## config.mk

```make
export PLATFORM = sky130hd
export DESIGN_NAME = blk_seq_voice
export DESIGN_NICKNAME = d
export VERILOG_FILES = /design/src/rtl/blk_seq_pkg.sv /design/src/rtl/blk_phase.sv /design/src/rtl/blk_flag_eval.sv /design/src/rtl/blk_seq_voice.sv
export SDC_FILE = /design/constraint.sdc
export NUM_CORES = 1
export LEC_CHECK = 0
export BUFFER_PORTS_ARGS = -buffer_cell sky130_fd_sc_hd__buf_2
export CAP_MARGIN = 25
export CORE_MARGIN = 4
export CORE_UTILIZATION = 61
export DETAILED_ROUTE_END_ITERATION = 10
export PLACE_DENSITY_LB_ADDON = 0.2
export SLEW_MARGIN = 25
export SYNTH_ARGS = -nofsm -noshare
export SYNTH_HDL_FRONTEND = slang
export SYNTH_SLANG_ARGS = --single-unit
```

## constraint.sdc

```tcl
create_clock -name clk -period 8.2 [get_ports clk]
set_input_delay 2.46 -clock clk [delete_from_list [all_inputs] [get_ports clk]]
set_output_delay 2.46 -clock clk [all_outputs]
set_load 0.05 [all_outputs]
```

## src/rtl/blk_seq_pkg.sv

```systemverilog
package blk_seq_pkg;
    typedef enum logic [1:0] {
        ST_IDLE,
        ST_RUN,
        ST_FETCH
    } seq_state_t;

    localparam int          FLG_END_BIT  = 0;
    localparam int          FLG_MARK_BIT = 2;
    localparam logic [7:0]  FLG_LOOP_VAL = 8'h03;
endpackage

```

## src/rtl/blk_phase.sv

```systemverilog
module blk_phase #(
    parameter int PITCH_W = 14,
    parameter int FRAC_W  = 16,
    parameter int SAMPLES = 28
) (
    input  logic                             clk,
    input  logic                             rst_n,
    input  logic                             load,
    input  logic                             live,
    input  logic                             run_en,
    input  logic                             fetch_done,
    input  logic                             tick,
    input  logic [PITCH_W+3:0]               step,
    output logic                             need_fetch,
    output logic [$clog2(SAMPLES+1)-1:0]     sample_idx
);
    localparam int STEP_W = PITCH_W + 4;
    localparam int PH_W   = STEP_W + 1;
    localparam int IDX_W  = $clog2(SAMPLES + 1);
    localparam logic [PH_W-1:0]  ONE  = PH_W'(1) << FRAC_W;
    localparam logic [IDX_W-1:0] LAST = IDX_W'(SAMPLES);

    logic [PH_W-1:0]  phase_q;
    logic [IDX_W-1:0] idx_q;
    logic             pend_q;
    logic             have;

    assign have       = phase_q >= ONE;
    assign need_fetch = have && (idx_q == LAST);
    assign sample_idx = idx_q;

    always_ff @(posedge clk or negedge rst_n) begin
        if (!rst_n) begin
            phase_q <= '0;
            idx_q   <= '0;
            pend_q  <= 1'b0;
        end else if (load) begin
            phase_q <= ONE;
            idx_q   <= LAST;
            pend_q  <= 1'b0;
        end else if (!live) begin
            pend_q  <= 1'b0;
        end else if (fetch_done) begin
            phase_q <= phase_q - ONE;
            idx_q   <= IDX_W'(1);
            pend_q  <= pend_q | tick;
        end else if (run_en && have) begin
            if (idx_q != LAST) begin
                idx_q   <= idx_q + IDX_W'(1);
                phase_q <= phase_q - ONE;
            end
            pend_q <= pend_q | tick;
        end else if (run_en && (tick || pend_q)) begin
            phase_q <= phase_q + {1'b0, step};
            pend_q  <= 1'b0;
        end else begin
            pend_q  <= pend_q | tick;
        end
    end


    idx_range_chk: assert property (@(posedge clk) disable iff (!rst_n)
        idx_q <= LAST);


    phase_drain_chk: assert property (@(posedge clk) disable iff (!rst_n)
        (run_en && have && idx_q != LAST && !load && !fetch_done) |=> (idx_q == $past(idx_q) + IDX_W'(1)));
endmodule

```

## src/rtl/blk_flag_eval.sv

```systemverilog
module blk_flag_eval
    import blk_seq_pkg::*;
#(
    parameter int ADDR_W = 22,
    parameter int SPAN   = 8
) (
    input  logic [ADDR_W-1:0] cur_addr,
    input  logic [ADDR_W-1:0] loop_addr,
    input  logic [7:0]        flag,
    input  logic              loop_locked,
    input  logic              irq_en,
    input  logic [ADDR_W-1:0] irq_addr,
    output logic [ADDR_W-1:0] next_addr,
    output logic              take_mark,
    output logic              stop,
    output logic              set_end,
    output logic              irq_hit
);
    function automatic logic in_block(input logic [ADDR_W-1:0] a, input logic [ADDR_W-1:0] base);
        logic [ADDR_W-1:0] d;
        d = a - base;
        return (a >= base) && (d < ADDR_W'(SPAN));
    endfunction

    logic is_end;
    logic is_loop;

    always_comb begin
        is_end    = flag[FLG_END_BIT];
        is_loop   = (flag == FLG_LOOP_VAL);
        take_mark = flag[FLG_MARK_BIT] && !loop_locked;
        set_end   = is_end;
        stop      = is_end && !is_loop;
        next_addr = is_loop ? loop_addr : cur_addr + ADDR_W'(SPAN);
        irq_hit   = irq_en && (in_block(irq_addr, cur_addr) ||
                               (is_end && in_block(irq_addr, loop_addr)));
    end
endmodule

```

## src/rtl/blk_seq_voice.sv

```systemverilog
module blk_seq_voice
    import blk_seq_pkg::*;
#(
    parameter int ADDR_W  = 22,
    parameter int LO_W    = 16,
    parameter int PITCH_W = 14,
    parameter int FRAC_W  = 16,
    parameter int SAMPLES = 28,
    parameter int SPAN    = 8
) (
    input  logic                          clk,
    input  logic                          rst_n,
    input  logic                          pitch_we,
    input  logic [15:0]                   pitch_wdata,
    input  logic                          addr_we,
    input  logic [1:0]                    addr_sel,
    input  logic [LO_W-1:0]               addr_wdata,
    input  logic                          key_on,
    input  logic                          key_off,
    input  logic                          tick,
    input  logic                          irq_en,
    input  logic [ADDR_W-1:0]             irq_addr,
    input  logic                          end_clr,
    output logic                          mem_req,
    output logic [ADDR_W-1:0]             mem_addr,
    input  logic                          mem_rvalid,
    input  logic [7:0]                    mem_rdata,
    output logic                          voice_active,
    output logic                          releasing,
    output logic                          end_flag,
    output logic                          irq,
    output logic [$clog2(SAMPLES+1)-1:0]  sample_idx
);
    localparam int HI_W   = ADDR_W - LO_W;
    localparam int STEP_W = PITCH_W + 4;
    localparam logic [PITCH_W-1:0] PITCH_MAX = {PITCH_W{1'b1}};

    seq_state_t        state_q, state_d;
    logic [PITCH_W-1:0] pitch_q;
    logic [ADDR_W-1:0] start_q, loop_q, cur_q;
    logic              locked_q, final_q, rel_q, end_q, irq_q;
    logic [STEP_W-1:0] step;
    logic              need_fetch, fetch_done, run_en, live;
    logic [ADDR_W-1:0] next_addr;
    logic              take_mark, stop, set_end, irq_hit;

    assign step       = (pitch_q == '0) ? STEP_W'(1) : {pitch_q, 4'b0000};
    assign live       = (state_q != ST_IDLE);
    assign run_en     = (state_q == ST_RUN) && !key_on;
    assign fetch_done = (state_q == ST_FETCH) && mem_rvalid && !key_on;

    blk_phase #(.PITCH_W(PITCH_W), .FRAC_W(FRAC_W), .SAMPLES(SAMPLES)) u_phase (
        .clk(clk), .rst_n(rst_n), .load(key_on), .live(live), .run_en(run_en),
        .fetch_done(fetch_done), .tick(tick), .step(step),
        .need_fetch(need_fetch), .sample_idx(sample_idx)
    );

    blk_flag_eval #(.ADDR_W(ADDR_W), .SPAN(SPAN)) u_eval (
        .cur_addr(cur_q), .loop_addr(loop_q), .flag(mem_rdata), .loop_locked(locked_q),
        .irq_en(irq_en), .irq_addr(irq_addr), .next_addr(next_addr),
        .take_mark(take_mark), .stop(stop), .set_end(set_end), .irq_hit(irq_hit)
    );

    // state register
    always_ff @(posedge clk or negedge rst_n) begin
        if (!rst_n) state_q <= ST_IDLE;
        else        state_q <= state_d;
    end

    always_comb begin
        state_d = state_q;
        if (key_on) begin
            state_d = ST_FETCH;
        end else begin
            unique case (state_q)
                ST_IDLE:  state_d = ST_IDLE;
                ST_RUN:   if (need_fetch) state_d = final_q ? ST_IDLE : ST_FETCH;
                ST_FETCH: if (mem_rvalid) state_d = ST_RUN;
                default:  state_d = ST_IDLE;
            endcase
        end
    end

    // data and outputs
    always_ff @(posedge clk or negedge rst_n) begin
        if (!rst_n) begin
            pitch_q  <= '0;
            start_q  <= '0;
            loop_q   <= '0;
            cur_q    <= '0;
            locked_q <= 1'b0;
            final_q  <= 1'b0;
            rel_q    <= 1'b0;
            end_q    <= 1'b0;
            irq_q    <= 1'b0;
        end else begin
            if (pitch_we)
                pitch_q <= (pitch_wdata > 16'(PITCH_MAX)) ? PITCH_MAX : pitch_wdata[PITCH_W-1:0];
            if (addr_we) begin
                unique case (addr_sel)
                    2'd0: start_q[LO_W-1:0]      <= addr_wdata;
                    2'd1: start_q[ADDR_W-1:LO_W] <= addr_wdata[HI_W-1:0];
                    2'd2: loop_q[LO_W-1:0]       <= addr_wdata;
                    2'd3: loop_q[ADDR_W-1:LO_W]  <= addr_wdata[HI_W-1:0];
                    default: ;
                endcase
                if (addr_sel[1]) locked_q <= 1'b1;
            end
            irq_q <= fetch_done && irq_hit;
            if (key_on) begin
                cur_q   <= start_q;
                final_q <= 1'b0;
                rel_q   <= 1'b0;
                end_q   <= 1'b0;
            end else begin
                if (fetch_done) begin
                    cur_q <= next_addr;
                    if (take_mark && !(addr_we && addr_sel[1])) loop_q <= cur_q;
                    if (stop) begin
                        final_q <= 1'b1;
                        rel_q   <= 1'b1;
                    end
                end
                if (key_off && live) rel_q <= 1'b1;
                if (fetch_done && set_end) end_q <= 1'b1;
                else if (end_clr)          end_q <= 1'b0;
            end
        end
    end

    assign mem_req      = (state_q == ST_FETCH);
    assign mem_addr     = cur_q;
    assign voice_active = live;
    assign releasing    = rel_q;
    assign end_flag     = end_q;
    assign irq          = irq_q;


    fetch_hold_chk: assert property (@(posedge clk) disable iff (!rst_n)
        (mem_req && !mem_rvalid && !key_on) |=> (mem_req && $stable(mem_addr) && $stable(sample_idx)));


    irq_after_data_chk: assert property (@(posedge clk) disable iff (!rst_n)
        irq |-> $past(mem_req && mem_rvalid));


    end_rise_chk: assert property (@(posedge clk) disable iff (!rst_n)
        $rose(end_flag) |-> $past(mem_req && mem_rvalid));


    rel_rise_chk: assert property (@(posedge clk) disable iff (!rst_n)
        $rose(releasing) |-> $past(key_off || (mem_req && mem_rvalid)));
endmodule

```

# [Word-level counts from Yosys, hierarchy flattened]
# Index checks and enable logic that the tools add are counted.
[word_totals] inputBits=74 ff_bits=112
[classes] n_mux=40 n_bitwise=1 n_reduce_logical=43 magnitude_cmp=6 add_sub_neg=6 eq_ne=11
[ops] cell="$mux 22" count=7
[ops] cell="$mux 19" count=6
[ops] cell="$ge 22x22->1" count=2
[ops] cell="$lt 22x4->1 const B" count=2
[ops] cell="$sub 22x22->22" count=2
[ops] cell="$mux 5" count=5
[ops] cell="$add 22x4->22 const B" count=1
[ops] cell="$add 19x18->19" count=1
[ops] cell="$ge 19x17->1 const B" count=1
[ops] cell="$sub 19x17->19 const B" count=1
[ops] cell="$mux 18" count=1
[ops] cell="$logic_and 1x1->1" count=17
[ops] cell="$gt 16x14->1 const B" count=1
[ops] cell="$mux 16" count=1
[ops] cell="$reduce_bool 3->1" count=5
[ops] cell="$logic_not 14->1" count=1
[ops] cell="$mux 14" count=1
[ops] cell="$mux 1" count=13
[ops] cell="$reduce_and 2->1" count=6
[ops] cell="$eq 8x2->1 const B" count=1
[ops] cell="$mux 2" count=4
[ops] cell="$reduce_bool 2->1" count=4
[ops] cell="$eq 2x2->1 const B" count=3
[ops] cell="$mux 6" count=1
[ops] cell="14 further kinds" count=20

# [Longest topological paths before layout]
# Gate-level depths: netlist of run 1.
[depth] ltp_word=8 ltp_mapped=15

# [Cells and area by module]
# A second synthesis of run 1 with hierarchy kept.
[unflattened] cells_unflattened=1038 area_unflattened_um2=8993.6
[modules_own_cells] mod="blk_seq_voice" cells_each=309 area_per_inst_um2=3813.7 instances=1
[modules_own_cells] mod="blk_flag_eval" cells_each=468 area_per_inst_um2=2950.3 instances=1
[modules_own_cells] mod="blk_phase" cells_each=261 area_per_inst_um2=2229.6 instances=1

# [Worst setup path after synthesis of run 1]
# OpenSTA, ideal clock, no wires.
[synth_path] path_type="input to register" startpoint="input irq_addr[7]" endpoint="register irq_q (netlist: irq)" path_stages=11 path_slack_ns=3.413 arrival_ns=4.667 t_required_ns=8.080 setup_time_ns=0.120 cell_sequence="ha_1 -> and3_1 -> a221oi_2 -> nor3b_2 -> a21o_2 -> o31ai_1 -> o41a_1 -> a41oi_2 -> o21bai_1 -> xnor2_1 -> a41o_1"
[synth_via] elab_chain_cells=7 elab_cells_between_ends=12 cone_classes="2 x add/sub; 4 x order compare; 6 x reduce/logical"
[synth_rtl] item="start, declared" line="blk_seq_voice.sv:22" rtl="input logic [ADDR_W-1:0] irq_addr,"
[synth_rtl] item="$sub 22x22->22" line="blk_flag_eval.sv:21" rtl="d = a - base;"
[synth_rtl] item="$lt 22x4->1" line="blk_flag_eval.sv:22" rtl="return (a >= base) && (d < ADDR_W'(SPAN));"
[synth_rtl] item="$logic_and 1x1->1" line="blk_flag_eval.sv:22"
[synth_rtl] item="$logic_and 1x1->1" line="blk_flag_eval.sv:36" rtl="(is_end && in_block(irq_addr, loop_addr)));"
[synth_rtl] item="$logic_or 1x1->1 *" line="blk_flag_eval.sv:35" rtl="irq_hit = irq_en && (in_block(irq_addr, cur_addr) ||"
[synth_rtl] item="$logic_and 1x1->1 *" line="blk_flag_eval.sv:35"
[synth_rtl] item="$logic_and 1x1->1 *" line="blk_seq_voice.sv:109" rtl="irq_q <= fetch_done && irq_hit;"
[synth_rtl] item="end signal, assigned" line="blk_seq_voice.sv:109"
[synth_rtl] item="end, declared" line="blk_seq_voice.sv:41" rtl="logic locked_q, final_q, rel_q, end_q, irq_q;"
# Every way passes the cells marked *; elsewhere a longest branch is shown, timed or not.
# A chain may end at the register's enable or synchronous reset.

# [Final worst setup path of run 1]
[layout_path] startpoint="input irq_addr[12]" endpoint="register irq_q (netlist: irq)"
# Same word-level chain as after synthesis.

==> results of run 1 <==
[through the flow]
step,cells,worst slack [ps]
floorplan,923,3410
global placement,1165,2860
detailed placement,1165,2810
CTS,1181,3170
global route,1181,2870
finish,1181,3090
[cell type report]
class	instances	area, um^2
Clock buffer	11	243
Fill cell	1056	3820
Sequential cell	112	2800
Multi-Input combinational cell	707	4840
Tap cell	172	215
Inverter	65	244
Clock inverter	5	41.3
Timing Repair Buffer	109	558
[sequential cells by signal (all words and copies together) (netlist names), 2 cells and up]
name / flops
start_q: 22
u_phase.sample_idx: 5
u_phase.phase_q: 19
pitch_q: 14
loop_q: 22
state_q: 2
mem_addr: 22
[placed cells by master, fill, tap and decap left out, types with 16 or more instances in the layout]
cell type  instances
dfrtp_1          112
buf_2            104
nand2_1           96
a21oi_1           79
nor2_1            72
ha_1              68
inv_1             65
o21ai_0           37
nor3_1            30
mux2i_1           24
nand3_1           22
mux2_2            22
xnor2_1           21
a21o_1            19
o31ai_1           17
nor4_1            16
[how the worst min path moves through the flow]
stage	cells past startpoint	startpoint	slack, ps	endpoint
after floorplan	2	locked_q	410	locked_q
after global placement	2	start_q[20]	460	mem_addr[20]
after detailed placement	2	start_q[11]	470	mem_addr[11]
after CTS	2	start_q[11]	480	mem_addr[11]
after global routing	2	start_q[11]	510	mem_addr[11]
final	2	start_q[15]	480	mem_addr[15]
[worst max-delay path, stage by stage]
cell and delay, ps:
buf_2 110, ha_1 360, a21oi_1 220, nor2b_1 220, o211ai_1 120, a221oi_1 420, a21boi_0 190, nor4_1 410
o2111ai_1 180, a2111oi_0 560, a41o_1 160
[synth_stat cells (6+ instances only)]
cell       count
dfrtp_1      112
nor2_1        72
o21ai_0       37
a21o_1        19
mux2_2        22
xor2_1        12
a31oi_1       10
o221ai_1       8
o22a_1        14
nand3b_1       7
o31ai_1       17
ha_1          68
nor2b_1       11
nand3_1       22
a211oi_1       6
o22ai_1        7
o2111ai_1      6
inv_1         65
nand2_1       96
nor3_1        30
o21a_1         8
nand4_1        6
clkbuf_1      36
nand2b_1      14
mux2i_1       24
xnor2_1       21
a21oi_1       79
nor4_1        16
[power groups by stage]
stage	Sequential (mW)	Combinational [mW]	Clock, mW
2_1_floorplan	0.839	0.775	0
3_3_place_gp	0.770	1.08	0
5_1_grt	0.783	1.24	0.455
3_5_place_dp	0.774	1.10	0
4_1_cts	0.765	1.11	0.433
6_report	0.768	1.12	0.428
[layer usage]
layer / vias to the layer above / wire length [um] / global-route usage, %
li1: 3521 / - / -
met1: 3424 / 9440 / 41.3
met2: 300 / 9230 / 44.1
met3: 43 / 1760 / 6.04
met4: 0 / 673 / 10.2
met5: - / 0 / 0
[logic make-up after synthesis]
family | Yosys count
and+or+nand+nor | 298
AOI/OAI and AO/OA | 262
DFF | 112
buffers and inverters | 104
adders and majority gates | 68
muxes | 46
xor gates and xnor gates | 33
==> impl_metrics.toml, run 1 <==
[clock_tree]
cts_setup_buffers = 0
cts_resized = 0
cts_sinks = 112
cts-root-buf = "clkbuf_16"
clockBufferDepth = 2
cts_buffers = 9
htree_num_levels = 3
clk-insertion-delay-late_ps = 360
clk_pin_slew_ps = 70
cts_tree = "done"
hold_buffers = 0

[logic_synthesis]
synth_xor_area_share_pct = 3.60
yosysTopAreaCellShare_pct = 34.9
synth_top_family_by_area = "compound AO/OA/AOI/OAI gates"
yosys-top-cells-area = "dfrtp_1, ha_1, a21oi_1"
synthesis.area_um2 = 8030
synth-simple-area-share_pct = 17.7
synth-adder-area-share_pct = 10.6
synth.distinct_cells = 73
synth_edf_count = 0
synth-compound-area-share_pct = 22.3
ys_async_sr_fraction_pct = 100
ys_seq_elements = 112
yosys.area.top_type = "dfrtp_1"
syn_avg_cell_area_um2 = 8.70
seq_area_frac_synth_pct = 34.9
synth_ff_type = "dfrtp_1"
synthCells = 923
yosys_warnings = 0
synth_mux_area_share_pct = 6.08
syn-num-nets = 1065

[timing]
timing.hold.ws_ps = 479
min_period_over_period_pct = 62.3
fmax_mhz = 196
slew_viol_final = 0
rsz0062_at_grt = "no"
tightest_slew_ps = 1080
period_needed_ps = 5110
totalNegativeSetupSlack_ps = 0
slew_headroom_pct = 28.2
finalClockSkew_ps = 7.32
finalHoldViolations = 0
final-setup-viol-count = 0

[place]
dp_hpwl_um = 16100
io_buffers = 105
place_congestion = 0.966
placed_area_um2 = 8660

[min_path]
hold_path_class = "reg -> reg"

[critical_path]
crit_fanout = 6
crit_start = "irq_addr[12]"
required_ps = 8500
end_kind = "register"
rrSetupSlack_ps = 3970
endpoint = "irq"
worst_setup_path_start_kind = "input port"
worstPathArrival_ps = 5400
r2r-end = "u_phase.phase_q[18]"
worstRegToRegCells = 14
worstSetupPathType = "in -> reg"
timing.rr.start = "pitch_q[0]"

[status]
status = "finished, final reports clean"

[routing]
drt_pre_antenna_iters = 5
wl_per_cell_um = 17.9
drc = 0
vias = 7288
wl_um = 21100
final_antenna_net_count = 0
viasPerCell = 6.17
drt_iter0_drc = 613

[power]
p_switching_uw = 988
leakage_nw = 4.19
pwr-share-clk_pct = 18.5
p_per_area_nw_per_um2 = 259
p_seq_share_pct = 33.2
combPwrFrac_pct = 48.3
ir_drop_uv = 186
swShare_pct = 42.7
intPower_mw = 1.33
power.total_mw = 2.31

[grt]
grt_pass1_vias = 6740
grt_pass1_wl_um = 34400
antenna_found_initial = 0
grt_start_max_net_pins = 72
gr-total-overflow = 0
track_usage_pct = 29.1

[floorplan]
die_w_um = 123
core_area_um2 = 12800
start_util_pct = 62.8
boundaryPins = 106
die_h_um = 123
die_area_um2 = 15100
placementRows = 41

[layout]
final_net_count = 1146
utilization_pct = 70.1
antenna_cells = 0
drive_above_1_share_pct = 16.1
layout-area-overhead-vs-synth_pct = 11.5
fin_area_um2 = 8950

[job]
cap_violations = 0
No activity file was read; power rests on OpenSTA's default activity.
==> run 2, diff against run 1 <==
--- a/config.mk
+++ b/config.mk
@@ -5,10 +5,11 @@
 export SDC_FILE = /design/constraint.sdc
 export NUM_CORES = 1
 export LEC_CHECK = 0
+export ABC_AREA = 1
 export BUFFER_PORTS_ARGS = -buffer_cell sky130_fd_sc_hd__buf_2
 export CAP_MARGIN = 25
 export CORE_MARGIN = 4
-export CORE_UTILIZATION = 61
+export CORE_UTILIZATION = 60
 export DETAILED_ROUTE_END_ITERATION = 10
 export PLACE_DENSITY_LB_ADDON = 0.2
 export SLEW_MARGIN = 25
==> constraint.sdc (replaced) <==
create_clock -name clk -period 4.8 [get_ports clk]
set_input_delay 1.44 -clock clk [delete_from_list [all_inputs] [get_ports clk]]
set_output_delay 1.44 -clock clk [all_outputs]
set_load 0.05 [all_outputs]
==> run 2 against run 1 <==
Wire length grew 29%. Critical path depth grew 1. Non-clock buffer count grew 3. Clock-buffer cell count shrank 2. Design area grew 15%. Critical endpoint unchanged.
==> impl_metrics.toml, run 2 <==
[clock_tree]
hold_buffers = 0
clockBufferDepth = 2
clk-insertion-delay-late_ps = 370
cts_buffers = 9
cts_resized = 0
cts_sinks = 112
cts_setup_buffers = 0
clk_pin_slew_ps = 80
htree_num_levels = 3
cts_tree = "done"
cts-root-buf = "clkbuf_16"

[min_path]
hold_path_class = "reg -> reg"
min_from = "locked_q"
hold-path-endpoint = "locked_q"
worstHoldPathCells = 1

[layout]
drive_above_1_share_pct = 11.1
multiInputGateArea_um2 = 5520
layout-area-overhead-vs-synth_pct = 10.1
final_net_count = 1631
most-common-layout-cells = "nand2_1, inv_1, o21ai_0"
fin_area_um2 = 10200
final_common_cell = "nand2_1"
final.fill_count = 1408
seqCellArea_um2 = 2800
antenna_cells = 0

[timing]
period_needed_ps = 3210
min_period_over_period_pct = 67.0
slew_headroom_pct = 40.5
rsz0062_at_grt = "no"
finalClockSkew_ps = 16.1
totalNegativeSetupSlack_ps = 0
slew_viol_final = 0
tightest_slew_ps = 892
fmax_mhz = 311
final-setup-viol-count = 0
finalHoldViolations = 0

[routing]
wl_per_cell_um = 16.1
wl_um = 27100
vias = 9629
drc = 0
drt_pre_antenna_iters = 5
final_antenna_net_count = 0
drt_iter0_drc = 889
viasPerCell = 5.72

[logic_synthesis]
yosys_warnings = 0
yosys-top-cells-area = "dfrtp_1, nand2_1, ha_1"
synthesis.area_um2 = 9310
ys_async_sr_fraction_pct = 100
synthCells = 1406
yosysMostFrequentCell = "nand2_1"
ys_seq_elements = 112
syn-num-nets = 1548
yosysTopAreaCellShare_pct = 30.1
yosys.area.top_type = "dfrtp_1"
seq_area_frac_synth_pct = 30.1
synth.distinct_cells = 48
synth_edf_count = 0
syn_avg_cell_area_um2 = 6.62
synth_top_cells_by_count = "nand2_1, inv_1, o21ai_0"
synth_ff_type = "dfrtp_1"

[critical_path]
worstPathArrival_ps = 3500
worst_setup_path_start_kind = "input port"
required_ps = 5090
worstSetupPathType = "in -> reg"
timing.rr.start = "pitch_q[10]"
worstRegToRegCells = 16
r2r-end = "u_phase.phase_q[16]"
rrSetupSlack_ps = 1610
end_kind = "register"
crit_fanout = 5

[floorplan]
boundaryPins = 106
start_util_pct = 61.2
core_area_um2 = 15200
die_h_um = 133
die_w_um = 133
die_area_um2 = 17600
placementRows = 45

[grt]
track_usage_pct = 30.7
grt_start_max_net_pins = 70
grt_pass1_vias = 8904
grt_pass1_wl_um = 44000
antenna_found_initial = 0
gr-total-overflow = 0

[place]
placed_area_um2 = 9960
io_buffers = 105
dp_hpwl_um = 21700
place_congestion = 0.980

[power]
ir_drop_uv = 240
leakage_nw = 5.41
p_per_area_nw_per_um2 = 437

[status]
status = "finished, final reports clean"

[job]
cap_violations = 0
## run 2: logic make-up after synthesis
| family | count (synthesis) | share of synthesized area (%) |
|---|---|---|
| and+or+nand+nor | 668 | 31.2 |
| AOI/OAI and AO/OA | 274 | 16.5 |
| adders and majority gates | 68 | 9.14 |
| DFF | 112 | 30.1 |
| buffers and inverters | 258 | 10.6 |
| xor gates and xnor gates | 26 | 2.45 |
## run 2: layer usage
layer	wire length [um]	up-vias	global-route usage, %
met5	0	-	0
met4	546	0	7.85
met3	2330	37	5.44
met2	11800	394	47.3
met1	12500	4435	45.1
li1	-	4763	-
## run 2: stage by stage
| stage | power [mW] | hold WS (ps) | cells | setup slack (ps) | util (%) |
|---|---|---|---|---|---|
| final | 4.48 | 466 | 1682 | 1590 | 67.4 |
| after global routing | 4.83 | 482 | 1682 | 1360 | 67.4 |
| after CTS | 4.44 | 469 | 1682 | 1610 | 67.4 |
| after detailed placement | 3.69 | 448 | 1666 | 1240 | 65.5 |
| after global placement | 3.65 | 442 | 1666 | 1240 | 65.5 |
| after floorplan | 3.09 | 421 | 1406 | 1820 | - |
## run 2: final cells by class
class | count | share of cell area (%)
inverters | 218 | 8.00
clock buffers | 9 | 2.20
clock inverters | 7 | 0.610
repair buffers | 112 | 5.66
flip-flops and latches | 112 | 27.3
multi-input cells | 1036 | 53.9
well taps | 188 | 2.29
## run 2: worst max-delay path by stage
| stage | slack, ps | from | endpoint |
|---|---|---|---|
| finish | 1590 | irq_addr[8] | irq |
| detailed placement | 1240 | irq_addr[8] | irq |
| global placement | 1240 | irq_addr[8] | irq |
| floorplan | 1820 | irq_addr[8] | irq |
| CTS | 1610 | irq_addr[8] | irq |
| global route | 1360 | pitch_q[10] | u_phase.phase_q[18] |
## run 2: power breakdown
| part | switching (mW) | leakage [nW] | internal [mW] |
|---|---|---|---|
| clock | 0.390 | 0.133 | 0.364 |
| sequential | 0.176 | 1.37 | 1.13 |
| combinational | 1.63 | 3.91 | 0.786 |
## run 2: critical path, cell delays in order
cell and delay [ps]:
buf_2 110, ha_1 360, a21oi_1 230, a21boi_0 390, nand2_1 130, nand2_1 70
nand3_1 60, nor2_1 140, nand3b_1 110, nor2_1 100, nand4_1 170, a21oi_1 180
